### src/rtl/wpg_pkg.sv
package wpg_pkg;
  typedef struct packed {
    logic advance;
    logic loadSeed;
    logic tblWrite;
  } wpgStrobes_t;

  typedef struct packed {
    logic       invert;
    logic [1:0] depth;
  } wpgWeight_t;
endpackage

### src/rtl/wpg_ctrl.sv
module wpg_ctrl
  import wpg_pkg::*;
(
  input  logic        enIn,
  input  logic        seedLoad,
  input  logic        wrEn,
  output wpgStrobes_t strobes
);
  // A seed load beats an advance; the table is writable only while idle.
  always_comb begin
    strobes.loadSeed = seedLoad;
    strobes.advance  = enIn & ~seedLoad;
    strobes.tblWrite = wrEn & ~enIn;
  end
endmodule

### src/rtl/wpg_weight_table.sv
module wpg_weight_table
  import wpg_pkg::*;
#(
  parameter int NUM_OUT  = 8,
  parameter int NUM_SETS = 4,
  localparam int OUT_W   = $clog2(NUM_OUT),
  localparam int SET_W   = $clog2(NUM_SETS),
  localparam int ADDR_W  = OUT_W + SET_W,
  localparam int DEPTH   = NUM_SETS * NUM_OUT
) (
  input  logic                     clk,
  input  logic                     rstN,
  input  logic                     wrStrobe,
  input  logic [ADDR_W-1:0]        wrAddr,
  input  wpgWeight_t               wrData,
  input  logic [SET_W-1:0]         setSel,
  output wpgWeight_t [NUM_OUT-1:0] rowOut
);
  wpgWeight_t mem [DEPTH];
  logic [DEPTH*3-1:0] memFlat;

  always_ff @(posedge clk) begin
    if (!rstN) begin
      for (int k = 0; k < DEPTH; k++) mem[k] <= '0;
    end else if (wrStrobe) begin
      mem[wrAddr] <= wrData;
    end
  end

  for (genvar i = 0; i < NUM_OUT; i++) begin : g_read
    assign rowOut[i] = mem[{setSel, OUT_W'(i)}];
  end

  always_comb begin
    for (int k = 0; k < DEPTH; k++) memFlat[k*3 +: 3] = mem[k];
  end

  // entries only change when a write is let through
  a_r6_idle_stable: assert property (@(posedge clk) disable iff (!rstN)
    !wrStrobe |=> $stable(memFlat));
endmodule

### src/rtl/wpg_datapath.sv
module wpg_datapath
  import wpg_pkg::*;
#(
  parameter int              NUM_OUT      = 8,
  parameter int              NUM_SETS     = 4,
  parameter int              LFSR_W       = 16,
  parameter logic [LFSR_W-1:0] TAP_MASK   = 16'hB400,
  parameter logic [LFSR_W-1:0] SEED_DEFAULT = 16'hACE1,
  localparam int OUT_W  = $clog2(NUM_OUT),
  localparam int SET_W  = $clog2(NUM_SETS),
  localparam int ADDR_W = OUT_W + SET_W,
  localparam int STRIDE = LFSR_W / 4
) (
  input  logic               clk,
  input  logic               rstN,
  input  wpgStrobes_t        strobes,
  input  logic [LFSR_W-1:0]  seedIn,
  input  logic [SET_W-1:0]   setSel,
  input  logic [ADDR_W-1:0]  wrAddr,
  input  wpgWeight_t         wrData,
  output logic [NUM_OUT-1:0] patOut
);
  logic [LFSR_W-1:0]  lfsrQ;
  logic [LFSR_W-1:0]  lfsrNext;
  logic [NUM_OUT-1:0] shaped;
  wpgWeight_t [NUM_OUT-1:0] row;

  wpg_weight_table #(.NUM_OUT(NUM_OUT), .NUM_SETS(NUM_SETS)) u_table (
    .clk(clk), .rstN(rstN), .wrStrobe(strobes.tblWrite),
    .wrAddr(wrAddr), .wrData(wrData), .setSel(setSel), .rowOut(row)
  );

  assign lfsrNext = {lfsrQ[LFSR_W-2:0], ^(lfsrQ & TAP_MASK)};

  for (genvar i = 0; i < NUM_OUT; i++) begin : g_bit
    logic [3:0] picks;
    logic prod;
    for (genvar j = 0; j < 4; j++) begin : g_pick
      localparam int POS = (i + STRIDE * j) % LFSR_W;
      assign picks[j] = lfsrNext[POS];
    end
    always_comb begin
      prod = picks[0];
      if (row[i].depth >= 2'd1) prod = prod & picks[1];
      if (row[i].depth >= 2'd2) prod = prod & picks[2];
      if (row[i].depth == 2'd3) prod = prod & picks[3];
    end
    assign shaped[i] = prod ^ row[i].invert;
  end

  always_ff @(posedge clk) begin
    if (!rstN) begin
      lfsrQ  <= SEED_DEFAULT;
      patOut <= '0;
    end else if (strobes.loadSeed) begin
      lfsrQ <= (seedIn == '0) ? LFSR_W'(1) : seedIn;
    end else if (strobes.advance) begin
      lfsrQ  <= lfsrNext;
      patOut <= shaped;
    end
  end

  // the register never locks at zero
  a_r1_nonzero: assert property (@(posedge clk) disable iff (!rstN)
    lfsrQ != '0);
  // one shift step per advance
  a_r1_step: assert property (@(posedge clk) disable iff (!rstN)
    strobes.advance |=> lfsrQ == {$past(lfsrQ[LFSR_W-2:0]), ^($past(lfsrQ) & TAP_MASK)});
  // seed load with zero substitution
  a_r2_seed_load: assert property (@(posedge clk) disable iff (!rstN)
    strobes.loadSeed |=> lfsrQ == (($past(seedIn) == '0) ? LFSR_W'(1) : $past(seedIn)));
  // pattern holds when nothing advances
  a_r5_hold: assert property (@(posedge clk) disable iff (!rstN)
    !strobes.advance |=> $stable(patOut));
endmodule

### src/rtl/wpg_top.sv
module wpg_top
  import wpg_pkg::*;
#(
  parameter int NUM_OUT  = 8,
  parameter int NUM_SETS = 4,
  parameter int LFSR_W   = 16,
  localparam int OUT_W   = $clog2(NUM_OUT),
  localparam int SET_W   = $clog2(NUM_SETS),
  localparam int ADDR_W  = OUT_W + SET_W
) (
  input  logic               clk,
  input  logic               rstN,
  input  logic               enIn,
  input  logic               seedLoad,
  input  logic [LFSR_W-1:0]  seedIn,
  input  logic [SET_W-1:0]   setSel,
  input  logic               wrEn,
  input  logic [ADDR_W-1:0]  wrAddr,
  input  logic [2:0]         wrData,
  output logic [NUM_OUT-1:0] patOut
);
  wpgStrobes_t strobes;

  wpg_ctrl u_ctrl (
    .enIn(enIn), .seedLoad(seedLoad), .wrEn(wrEn), .strobes(strobes)
  );

  wpg_datapath #(.NUM_OUT(NUM_OUT), .NUM_SETS(NUM_SETS), .LFSR_W(LFSR_W)) u_dp (
    .clk(clk), .rstN(rstN), .strobes(strobes), .seedIn(seedIn),
    .setSel(setSel), .wrAddr(wrAddr), .wrData(wpgWeight_t'(wrData)),
    .patOut(patOut)
  );
endmodule

### config.mk
export PLATFORM = sky130hd
export DESIGN_NAME = wpg_top
export DESIGN_NICKNAME = d
export VERILOG_FILES = /design/src/rtl/wpg_pkg.sv /design/src/rtl/wpg_ctrl.sv /design/src/rtl/wpg_weight_table.sv /design/src/rtl/wpg_datapath.sv /design/src/rtl/wpg_top.sv
export SDC_FILE = /design/constraint.sdc
export NUM_CORES = 1
export LEC_CHECK = 0
export BUFFER_PORTS_ARGS = -buffer_cell sky130_fd_sc_hd__buf_2
export CAP_MARGIN = 20
export CORE_MARGIN = 5
export CORE_UTILIZATION = 55
export DETAILED_ROUTE_END_ITERATION = 8
export GPL_TIMING_DRIVEN = 0
export PLACE_DENSITY = 0.7
export SLEW_MARGIN = 25
export SYNTH_ARGS = -nofsm -noshare
export SYNTH_HDL_FRONTEND = slang
export SYNTH_SLANG_ARGS = --single-unit
### constraint.sdc
create_clock -name clk -period 4.3 [get_ports clk]
set_input_delay 0.215 -clock clk [delete_from_list [all_inputs] [get_ports clk]]
set_output_delay 0.215 -clock clk [all_outputs]
set_load 0.05 [all_outputs]
After elaboration in Yosys (flattened, before gate mapping):

Memory sizes are Yosys's and may differ from the RTL's.
Cells that the tools add are included.

* register bits after elaboration: 24
* memories kept: 1
* output and inout port bits: 8
* input bits: 31
* memory bits (writable): 96
* logic and storage cells: 102

* equal/unequal tests: 8
* muxes and demuxes: 34
* reduce and logical (&&, ||, !) cells: 5
* order comparisons: 16
* bitwise gates (word level): 36

Memory list
* u_dp.u_table.mem: words 32, bits a word 3, rd ports 8, clocked after memory_dff 0, write ports 32, RTL line wpg_weight_table.sv:19 `wpgWeight_t mem [DEPTH];`

Operator list (number)
* $mux W16: 3
* $mux W1: 29
* $and A1 B1 Y1: 26
* $eq A2 B2 Y1 const B: 8
* $ge A2 B1 Y1 const B: 8
* $ge A2 B2 Y1 const B: 8
* $logic_not A16 Y1: 1
* $reduce_xor A16 Y1: 1
* $xor A1 B1 Y1: 8
* $mux W5: 1
* $mux W3: 1
* $reduce_or A3 Y1: 1
* $not A1 Y1: 2
* $reduce_and A2 Y1: 1
* $reduce_bool A2 Y1: 1

Logic depth before layout (Yosys ltp):

Gate-level depths: netlist of the first run.

* word-level depth: 8
* gate-level depth with buffers: 8
* mapped depth without buffers: 6

By module:

A second synthesis of the first run with hierarchy kept.

* cells, all modules: 478
* area, all modules: 6005.8 um^2

By module, submodules not included
* wpg_weight_table: sequential area each 2882.8 um^2, area an instance 4626.9 um^2, times used 1, cells each 311
* wpg_datapath: sequential area each 480.5 um^2, area an instance 1356.3 um^2, times used 1, cells each 164
* wpg_ctrl: sequential area each 0.0 um^2, area an instance 22.5 um^2, times used 1, cells each 3

Least setup slack after synthesis of the first run:

Ideal clock, no wire load.

* path kind: input-to-reg
* start point: in setSel[0]
* end point: reg u_dp.patOut[0]
* library setup time: 70 ps
* data required time: 4230 ps
* path slack: 2610 ps
* stages: 7
* buffers on the path: 2
* arrival time: 1620 ps
* cell sequence: buf_6 > buf_12 > mux4_1 > a21boi_0 > o221ai_1 > xor2_1 > a21oi_1

* cells in the longest elaborated chain, start to end: 8
* elaborated cells between the ends (all ways): 10
* those cells by class: 2 x order compare; 1 x eq/ne; 3 x mux; 3 x bitwise; 1 x memory

Ends and longest elaborated chain
* from (decl): RTL line wpg_top.sv:16 `input logic [SET_W-1:0] setSel,`
* $mem_v2 Z32 W3 (*)
* $ge A2 B1 Y1: RTL line wpg_datapath.sv:44 `if (row[i].depth >= 2'd1) prod = prod & picks[1];`
* $mux W1: RTL line wpg_datapath.sv:44
* $and A1 B1 Y1: RTL line wpg_datapath.sv:45 `if (row[i].depth >= 2'd2) prod = prod & picks[2];`
* $mux W1: RTL line wpg_datapath.sv:45
* $and A1 B1 Y1: RTL line wpg_datapath.sv:46 `if (row[i].depth == 2'd3) prod = prod & picks[3];`
* $mux W1: RTL line wpg_datapath.sv:46
* $xor A1 B1 Y1 (*): RTL line wpg_datapath.sv:48 `assign shaped[i] = prod ^ row[i].invert;`
* to (signal assigned): RTL line wpg_datapath.sv:59 `patOut <= shaped;`
* to (decl): RTL line wpg_datapath.sv:21 `output logic [NUM_OUT-1:0] patOut`

Every way passes the cells marked *; elsewhere a longest branch is shown, timed or not.
A chain may end at the register's enable or synchronous reset.

Final worst setup path of the first run:

* start point: in setSel[1]
* end point: reg u_dp.patOut[3]

Same word-level chain as after synthesis.

==> summary.txt, run 1 <==
Placed design
  – Placed Instance Area: 0.00632 mm²
  – I/O Buffers: 36
  – GPL Wtd Cong: 0.887
  – Dpl hpwl: 10500 µm

Final layout
  – Syn-to-layout area delta: 16.7%
  – Most frequent cells in the layout: and3_1, edfxtp_1, nand2_1, clkbuf_1, buf_2
  – Layout cell share with drive strength beyond 1: 15.4%
  – Ant. Diodes: 0
  – Nets: 590
  – FILL cells: 813
  – Register area: 0.00336 mm²
  – Most common cell after layout, fill and taps aside: and3_1
  – Post-layout util: 64.8%
  – Post-route cell area: 0.00696 mm²
  – Multi-input logic area: 0.00235 mm²

STA
  – Count of final max-slew check failures: 0
  – Final Hold Violating Endpoints: 0
  – Fmax: 532 MHz
  – Fin Clk Skew: 0.00492 ns
  – Unrepaired setup endpoints after global routing: no
  – Fin crit share: 43.7%
  – Slew @ Worst Pin: 0.842 ns
  – Slew Limit Headroom: 43.7%
  – Period minus WS final: 1.88 ns
  – Final setup vio count: 0
  – TNS Setup: 0 ns

CTS
  – CTS Buffer Depth: 2
  – Clock sinks: 120
  – Setup Fix Bufs, Post-CTS: 0
  – Resize count post-CTS: 0
  – CTS clk-pin slew, worst paths: 0.06 ns
  – CTS Hold Buffers Added: 7
  – Total CTS buffers: 17
  – TritonCTS clock tree: done
  – Root buf cell: clkbuf_8
  – H-tree Lvls: 4
  – Skew-Pair Late Insertion Delay: 0.54 ns

Critical path
  – Most used cell, CP: buf_2
  – Peak fanout along the critical path: 10
  – Critical path required time: 4.70 ns
  – Critical path's slowest cell: buf_1
  – Worst Setup End Kind: flop
  – Cell Chain, Critical Path: buf_2 > buf_2 > buf_1 > mux4_2 > a221oi_2 > xnor2_1 > a21oi_1
  – Top delay family on crit path: buffers and inverters
  – Kind of critical path: in -> reg
  – Max stage delay on crit path: 0.57 ns
  – Crit path buffers/inverters: 3
  – Setup crit start kind: input port
  – CP arrival: 2.28 ns

Pwr
  – Power Density: 432 mW/mm²
  – P_leak: 0.00300 µW
  – Worst IR drop on VDD: 0.273 mV
  – Final total power: 3010 µW

Synthesis
  – Synth warn: 0
  – Mux share of post-synthesis cell area: 13.7%
  – #FFs+latches synth: 120
  – Compound-gate portion of the synthesized area: 5.01%
  – Sequential area share after synthesis: 56.4%
  – Syn nets: 528
  – Post-synth ARST share: 0%
  – Syn Std Cell Area: 0.00596 mm²
  – Ys flop type: edfxtp_1
  – Distinct cells, synth: 33
  – Post-Synth Simple-Gate Area: 19.1%
  – XOR/XNOR share of the synthesized area: 1.62%
  – Adder-Cell Fraction of Synth Area: 0%
  – Number of flops mapped to enable cells by yosys: 96
  – Synthesized area per cell: 12.0 µm²
  – Synth Instances: 497
  – Largest family of logic cells by synthesized area: simple AND/OR/NAND/NOR gates

Global routing
  – Vias in the first global route: 4342
  – First-pass GRT wire length: 23500 µm
  – GR Overflow Total: 0
  – Total track usage: 24.8%
  – Largest net degree at the start of global routing: 17
  – Initial antenna violation count: 0

Floorplanning
  – # IOs: 39
  – Initial Util: 55.5%
  – Core ar.: 0.0107 mm²
  – Chip width: 114 µm
  – Site Rows: 38
  – Die Y: 114 µm
  – Die ar.: 0.0130 mm²

Detailed routing
  – Initial DRT Pass Iterations: 8
  – Iter 0 DRT Violations: 460
  – Average vias per placed instance: 6.01
  – Vias post-DR: 4276
  – Antenna viol nets, final: 0
  – Final wirelength: 15300 µm
  – # DRC: 0
  – WL per Instance: 21.5 µm

Worst hold path
  – Worst Hold Class: in -> reg

Run status
  – Status: complete, no violations

Run
  – Max-cap violations: 0
## synthesized netlist by cell type, types with 2 or more instances
cell type | number | area share, %
xor2_1 | 5 | 0.73
a21oi_1 | 11 | 0.92
mux4_1 | 19 | 8.4
buf_2 | 2 | 0.17
buf_12 | 2 | 0.67
nor3_1 | 3 | 0.25
a21bo_2 | 3 | 0.50
xnor2_1 | 6 | 0.88
nand2_1 | 93 | 5.9
mux4_2 | 5 | 1.9
and2_1 | 8 | 0.84
o211ai_1 | 4 | 0.50
a21o_1 | 3 | 0.38
and3_1 | 98 | 10
dfxtp_1 | 24 | 8.1
nor2_1 | 9 | 0.57
nor4_1 | 3 | 0.31
buf_1 | 3 | 0.19
nor3b_1 | 4 | 0.50
mux2i_1 | 16 | 2.7
clkbuf_1 | 38 | 2.4
mux2_2 | 4 | 0.76
and3b_1 | 2 | 0.29
edfxtp_1 | 96 | 48
inv_1 | 9 | 0.57
a221oi_2 | 3 | 0.76
o21ai_0 | 18 | 1.5
## layout make-up
cell class / instances / share of cell area, %
tap: 140 / 2.52
clock buffer: 18 / 6.01
multi-input combinational: 322 / 33.8
sequential: 120 / 48.3
buffer: 46 / 3.09
timing repair buffer: 43 / 3.60
inverter: 9 / 0.486
clock inverter: 14 / 2.16
## path summary, 6_finish.rpt
kind	start	endpoint	depth (start not counted)	slack, ns
worst max-delay path	setSel[1]	u_dp.patOut[3]	7	2.42
worst min-delay path	seedIn[4]	u_dp.lfsrQ[4]	4	0.02
worst max register to register	u_dp.u_table.mem[1][1]	u_dp.patOut[1]	5	2.50
worst min register to register	u_dp.patOut[0]	u_dp.patOut[0]	2	0.56
## tightest hold or removal path: cells and delay by family
| family | cells | cell delay (ns) |
|---|---|---|
| buffers and inverters | 1 | 0.09 |
| AOI/OAI and AO/OA | 1 | 0.06 |
| and+or+nand+nor | 2 | 0.15 |
## cell families (layout without fill, tap and decap cells)
family          Yosys count  after routing
flops                   120            120
buf+inv                  55            130
xor+xnor                 11             11
compound gates           45             45
simple gates            222            222
mux                      44             44
## layer usage
| layer | track usage [%] | vias up | wire length [µm] |
|---|---|---|---|
| met1 | 30.1 | 2031 | 5840 |
| met2 | 42.7 | 225 | 7640 |
| met5 | 0 | - | 0 |
| met4 | 9.98 | 0 | 481 |
| li1 | - | 1978 | - |
| met3 | 5.81 | 42 | 1310 |
## sequential cells by signal, summed over array words and instances (netlist names)
name,count
u_dp.u_table.mem,96
u_dp.lfsrQ,16
u_dp.patOut,8
## power by group
part	internal (µW)	leakage [µW]	switching, µW
registers	1320	0.00111	29.3
logic	114	0.00162	181
clock network	827	0.000272	540
total	2260	0.00300	750
## through the flow
| stage | setup WS, ns | cells | hold WS (ns) |
|---|---|---|---|
| 6_report | 2.42 | 712 | 0.0157 |
| 5_1_grt | 2.34 | 712 | 0.0339 |
| 4_1_cts | 2.39 | 712 | 0.0105 |
| 3_5_place_dp | 1.86 | 673 | 0.460 |
| 3_3_place_gp | 1.90 | 673 | 0.447 |
| 2_1_floorplan | 2.61 | 497 | 0.343 |
No activity file was read; power rests on OpenSTA's default activity.
==> run 2: changes to the inputs <==
- ABC_AREA: default -> 1
- PLACE_DENSITY: 0.7 -> 0.73
- clock period: 4.3 -> 1.6 ns (I/O delays scaled with it)
==> run 2 against run 1 <==
Cell count is 31% higher. Largest power group unchanged. Wire length is 7.3% higher. Die area is 1.5% higher. First-iteration DRC count is 8.0% higher. Global-route usage is 1.4 points higher. Highest routed layer unchanged. Largest cell class unchanged. Setup slack worse by 2.2 ns.
==> summary.txt, run 2 <==
Run status
  – Status: complete, no violations

Placed design
  – I/O Buffers: 34
  – Dpl hpwl: 11600 µm
  – Placed Instance Area: 0.00641 mm²
  – GPL Wtd Cong: 0.909

Critical path
  – Critical path required time: 2.04 ns
  – Kind of critical path: reg -> reg
  – Reg-to-reg critical path endpoint: u_dp.patOut[5]
  – Worst Setup End Kind: flop
  – Peak fanout along the critical path: 2
  – Setup slack, reg-to-reg: 0.17 ns
  – CP arrival: 1.87 ns
  – Critical path endpoint: u_dp.patOut[5]
  – Reg2reg start: u_dp.u_table.mem[5][1]
  – Crit path from: u_dp.u_table.mem[5][1]
  – R2R cell count: 10
  – Setup crit start kind: flop

Synthesis
  – Largest family of logic cells by synthesized area: simple AND/OR/NAND/NOR gates
  – Synth top cells by count: nand2_1, nor2_1, edfxtp_1, inv_1, nand3_1
  – Count leader, synth: nand2_1
  – Syn nets: 729
  – Share of the synthesized area in the top cell type: 47.5%
  – XOR/XNOR share of the synthesized area: 0%
  – Sequential area share after synthesis: 55.5%
  – Adder-Cell Fraction of Synth Area: 0%
  – Compound-gate portion of the synthesized area: 6.97%
  – Post-synth ARST share: 0%
  – Syn Std Cell Area: 0.00606 mm²
  – Area contributors post-synth: edfxtp_1, nand2_1, nor2_1
  – Synth area leader: edfxtp_1
  – Synthesized area per cell: 8.69 µm²
  – Synth Instances: 698
  – Ys flop type: edfxtp_1
  – #FFs+latches synth: 120
  – Post-Synth Simple-Gate Area: 30.5%
  – Number of flops mapped to enable cells by yosys: 96
  – Mux share of post-synthesis cell area: 0%
  – Synth warn: 0
  – Distinct cells, synth: 33

Final layout
  – Post-route cell area: 0.00727 mm²
  – Most flops, register: u_dp.u_table.mem
  – Most common cell after layout, fill and taps aside: nand2_1
  – Ant. Diodes: 0
  – Most frequent cells in the layout: nand2_1, nor2_1, edfxtp_1, inv_1, nand3_1
  – Syn-to-layout area delta: 19.8%
  – Layout cell share with drive strength beyond 1: 15.8%
  – Largest regs: u_dp.u_table.mem: 96 flops, u_dp.lfsrQ: 16 flops, u_dp.patOut: 8 flops
  – Nets: 812
  – Max reg flops: 96

Pwr
  – Power Density: 1130 mW/mm²
  – Clk pwr share: 44.4%
  – Combinational Power Share: 11.5%
  – Psw: 2010 µW
  – P_leak: 0.00312 µW
  – Worst IR drop on VDD: 0.576 mV
  – Power share of the sequential group: 44.1%
  – Pint: 6180 µW
  – Switching Fraction: 24.5%

STA
  – Final setup vio count: 0
  – Slew @ Worst Pin: 0.826 ns
  – Fin Clk Skew: 0.00726 ns
  – Fin crit share: 89.2%
  – Slew Limit Headroom: 44.5%
  – Final Hold Violating Endpoints: 0
  – TNS Setup: 0 ns
  – Count of final max-slew check failures: 0
  – Period minus WS final: 1.43 ns
  – Unrepaired setup endpoints after global routing: no
  – Fmax: 701 MHz

Detailed routing
  – Average vias per placed instance: 5.53
  – Antenna viol nets, final: 0
  – # DRC: 0
  – WL per Instance: 17.6 µm
  – Vias post-DR: 5160
  – Initial DRT Pass Iterations: 5
  – Iter 0 DRT Violations: 497
  – Final wirelength: 16400 µm

Global routing
  – Largest net degree at the start of global routing: 17
  – GR Overflow Total: 0
  – Vias in the first global route: 5011
  – Total track usage: 26.2%
  – First-pass GRT wire length: 25900 µm
  – Initial antenna violation count: 0

Floorplanning
  – Core ar.: 0.0108 mm²
  – # IOs: 39
  – Initial Util: 55.9%
  – Site Rows: 38
  – Die Y: 115 µm
  – Chip width: 115 µm
  – Die ar.: 0.0132 mm²

CTS
  – TritonCTS clock tree: done
  – Clock sinks: 120
  – CTS Buffer Depth: 2
  – H-tree Lvls: 4
  – Root buf cell: clkbuf_8
  – Total CTS buffers: 17
  – Resize count post-CTS: 0
  – Setup Fix Bufs, Post-CTS: 0
  – Skew-Pair Late Insertion Delay: 0.54 ns
  – CTS clk-pin slew, worst paths: 0.06 ns

Worst hold path
  – HP Start: rstN
  – Worst Hold Class: in -> reg

Run
  – Max-cap violations: 0
run 2: cell types whose count changed after synthesis, moves of 24 or more:
cell,delta
nand2_1,+98
inv_1,+41
nand3_1,+46
nor2_1,+128
nand2_2,+24
and3_1,-98
run 2: cell families (layout without fill, tap and decap cells):
| logic type | Yosys count | in the layout |
|---|---|---|
| DFF | 120 | 120 |
| AOI/OAI and AO/OA | 65 | 65 |
| and+or+nand+nor | 423 | 423 |
| buffers and inverters | 90 | 185 |
run 2: final cells by class:
cell class                 instances  area (µm²)
tap                              140         175
inverter                          54         208
multi-input combinational        488        2270
fill                             868        3570
sequential                       120        3360
buffer                            36         221
clock inverter                    12         134
timing repair buffer              64         470
clock buffer                      19         422
run 2: power by group through the flow:
| stage | Sequential, µW | Combinational, µW | Clock [µW] |
|---|---|---|---|
| final | 3610 | 942 | 3630 |
| after global routing | 3630 | 1030 | 3790 |
| after CTS | 3610 | 931 | 3630 |
| after detailed placement | 3670 | 862 | 0 |
| after global placement | 3670 | 842 | 0 |
| after floorplan | 3700 | 551 | 0 |
run 2: layer usage:
| metal | wire, µm | GRT usage (%) |
|---|---|---|
| met1 | 6280 | 32.3 |
| met2 | 7890 | 43.9 |
| met3 | 1640 | 6.26 |
| met4 | 575 | 11.6 |
| met5 | 0 | 0 |
run 2: stage by stage:
stage               utilization (%)  hold WS [ns]  setup slack (ns)  total power [µW]  instances
finish                         67.0        0.0309             0.173              8190        933
global route                   67.0        0.0549            0.0192              8450        933
CTS                            67.0        0.0282             0.192              8170        933
detailed placement             59.1         0.328            -0.156              4530        872
global placement               59.1         0.327            -0.136              4510        872
floorplan                         -         0.210             0.285              4250        698
run 2: repair_timing:
item	CTS	global route
hold buffers	30	0
endpoints found under the hold margin	23	0
setup endpoints to repair	0	0
run 2: how the worst min path moves through the flow:
stage / end / slack, ns / depth (start not counted)
2_1_floorplan: u_dp.lfsrQ[10] / 0.21 / 2
3_3_place_gp: u_dp.lfsrQ[10] / 0.33 / 3
3_5_place_dp: u_dp.lfsrQ[10] / 0.33 / 3
4_1_cts: u_dp.patOut[4] / 0.03 / 5
5_1_grt: u_dp.patOut[4] / 0.05 / 5
6_report: u_dp.patOut[4] / 0.03 / 5
run 2: critical path, cell delays in order, from the launching register on:
cell and delay [ns]:
edfxtp_1 0.41, nand2_1 0.09, nand3_1 0.10, nand2_1 0.12, nand2_1 0.07, a21oi_2 0.15, nand2_1 0.07, nand2_1 0.07
nand3_1 0.11, nand2_1 0.10, inv_1 0.04
==> run 3: changes to the inputs <==
- CORE_UTILIZATION: 55 -> 45
- PLACE_DENSITY: 0.73 -> 0.61
==> run 3 against run 2 <==
Non-clock buffer count fell by 21. Cell count rose by 1.7%. Flip-flop and latch count did not move. Highest routed layer unchanged. Utilization fell by 14 points. Register-to-register slack barely moved. Largest power group is now registers. Critical endpoint is now u_dp.patOut[4].
==> summary.txt, run 3 (same netlist as run 2, synthesis figures left out) <==
Placed design
  – GPL Wtd Cong: 0.968
  – Placed Instance Area: 0.00645 mm²
  – I/O Buffers: 34
  – DP Worst Slack: -0.238 ns
  – Dpl hpwl: 12400 µm

Critical path
  – Max stage delay on crit path: 0.32 ns
  – Kind of critical path: reg -> reg
  – Critical path's slowest cell: dfxtp_1
  – Setup crit start kind: flop
  – Peak fanout along the critical path: 4
  – Critical path required time: 1.91 ns
  – Worst Setup End Kind: flop
  – Cell Chain, Critical Path: inv_1 > nand2_1 > nand2_1 > o21ai_0 > nand3_1 > nand2_1 > nand2_1 > nand2_1 > nand2_1 > nand3_1 > nand2_1 > inv_1
  – Most used cell, CP: nand2_1
  – CP arrival: 1.75 ns

STA
  – Final setup vio count: 0
  – Fin crit share: 89.9%
  – Fin Clk Skew: 0.00896 ns
  – Period minus WS final: 1.44 ns
  – Slew @ Worst Pin: 0.742 ns
  – Fmax: 696 MHz
  – Final Hold Violating Endpoints: 0
  – Worst setup margin: 0.162 ns
  – Count of final max-slew check failures: 0
  – Unrepaired setup endpoints after global routing: no
  – Slew Limit Headroom: 50.2%

Final layout
  – Layout cell share with drive strength beyond 1: 16.0%
  – Most flops, register: u_dp.u_table.mem
  – Largest regs: u_dp.u_table.mem: 96 flops, u_dp.lfsrQ: 16 flops, u_dp.patOut: 8 flops
  – Ant. Diodes: 0
  – Nets: 791
  – Post-route cell area: 0.00706 mm²
  – Post-layout util: 53.3%
  – Most frequent cells in the layout: nand2_1, nor2_1, edfxtp_1, inv_1, nand3_1
  – Most common cell after layout, fill and taps aside: nand2_1
  – Syn-to-layout area delta: 16.4%
  – Max reg flops: 96

CTS
  – Root buf cell: clkbuf_16
  – Total CTS buffers: 17
  – CTS clk-pin slew, worst paths: 0.05 ns
  – Clock sinks: 120
  – Resize count post-CTS: 0
  – CTS Buffer Depth: 2
  – H-tree Lvls: 4
  – Skew-Pair Late Insertion Delay: 0.42 ns
  – TritonCTS clock tree: done

Detailed routing
  – Average vias per placed instance: 5.34
  – # DRC: 0
  – Final wirelength: 17100 µm
  – Iter 0 DRT Violations: 602
  – Antenna viol nets, final: 0
  – WL per Instance: 18.0 µm
  – Initial DRT Pass Iterations: 6
  – Vias post-DR: 5070

Floorplanning
  – Core ar.: 0.0132 mm²
  – Site Rows: 42
  – # IOs: 39
  – Die ar.: 0.0159 mm²
  – Initial Util: 45.8%
  – Die Y: 126 µm
  – Chip width: 126 µm

Worst hold path
  – Worst Hold Class: in -> reg

Global routing
  – Largest net degree at the start of global routing: 17
  – First-pass GRT wire length: 27300 µm
  – GR Overflow Total: 0
  – Vias in the first global route: 5070
  – Total track usage: 22.2%
  – Initial antenna violation count: 0

Pwr
  – Worst IR drop on VDD: 0.655 mV
  – P_leak: 0.00303 µW
  – Power Density: 1120 mW/mm²

Run status
  – Status: complete, no violations

Run
  – Max-cap violations: 0
## run 3: changes by cell type in the layout (fill, tap and decap cells not counted), sizes merged
cell / delta
clkinvlp: -2
clkinv: -2
dlygate4sd3: -21
bufinv: -3
clkbuf: +8
## run 3: routing by layer
metal  GRT usage (%)  share of wire (%)
met1            28.8                 43
met2            36.0                 47
met3            4.70                7.5
met4            9.34                2.6
met5               0                  0
## run 3: timing repair
action,in CTS,in global routing
endpoints found under the hold margin,9,0
setup buffers,0,0
hold buffers,9,0
## run 3: power by group
part | internal [µW] | switching, µW
Sequential | 3540 | 76.1
Clock | 2080 | 1280
Combinational | 276 | 629
## run 3: final timing paths
kind / cells after the start / start / endpoint / slack (ns)
setup / recovery: 12 / u_dp.lfsrQ[10] / u_dp.patOut[4] / 0.16
hold / removal: 3 / rstN / u_dp.patOut[0] / 0.006
setup reg to reg: 12 / u_dp.lfsrQ[10] / u_dp.patOut[4] / 0.16
hold reg to reg: 2 / u_dp.lfsrQ[5] / u_dp.lfsrQ[5] / 0.50
## run 3: cell type report
cell class | count | area (µm²)
Sequential cell | 120 | 3360
Fill cell | 1276 | 6180
Buffer | 36 | 221
Inverter | 54 | 208
Timing Repair Buffer | 43 | 260
Multi-Input combinational cell | 488 | 2270
Tap cell | 176 | 220
Clock buffer | 27 | 493
Clock inverter | 5 | 22.5
## run 3: worst max-delay path, delay by kind of cell (launching register included)
family	cells	cell delay, ns
compound gates	1	0.14
flops	1	0.32
buf+inv	2	0.17
simple gates	9	0.71
## run 3: stage by stage
step | hold slack [ns] | cells | TNS, ns | power [µW]
6_report | 0.00637 | 949 | 0 | 7880
5_1_grt | 0.0346 | 949 | 0 | 8140
4_1_cts | 0.00137 | 949 | 0 | 7890
3_5_place_dp | 0.341 | 908 | -14.46 | 4550
3_3_place_gp | 0.332 | 908 | -10.90 | 4530
2_1_floorplan | 0.210 | 698 | 0 | 4250
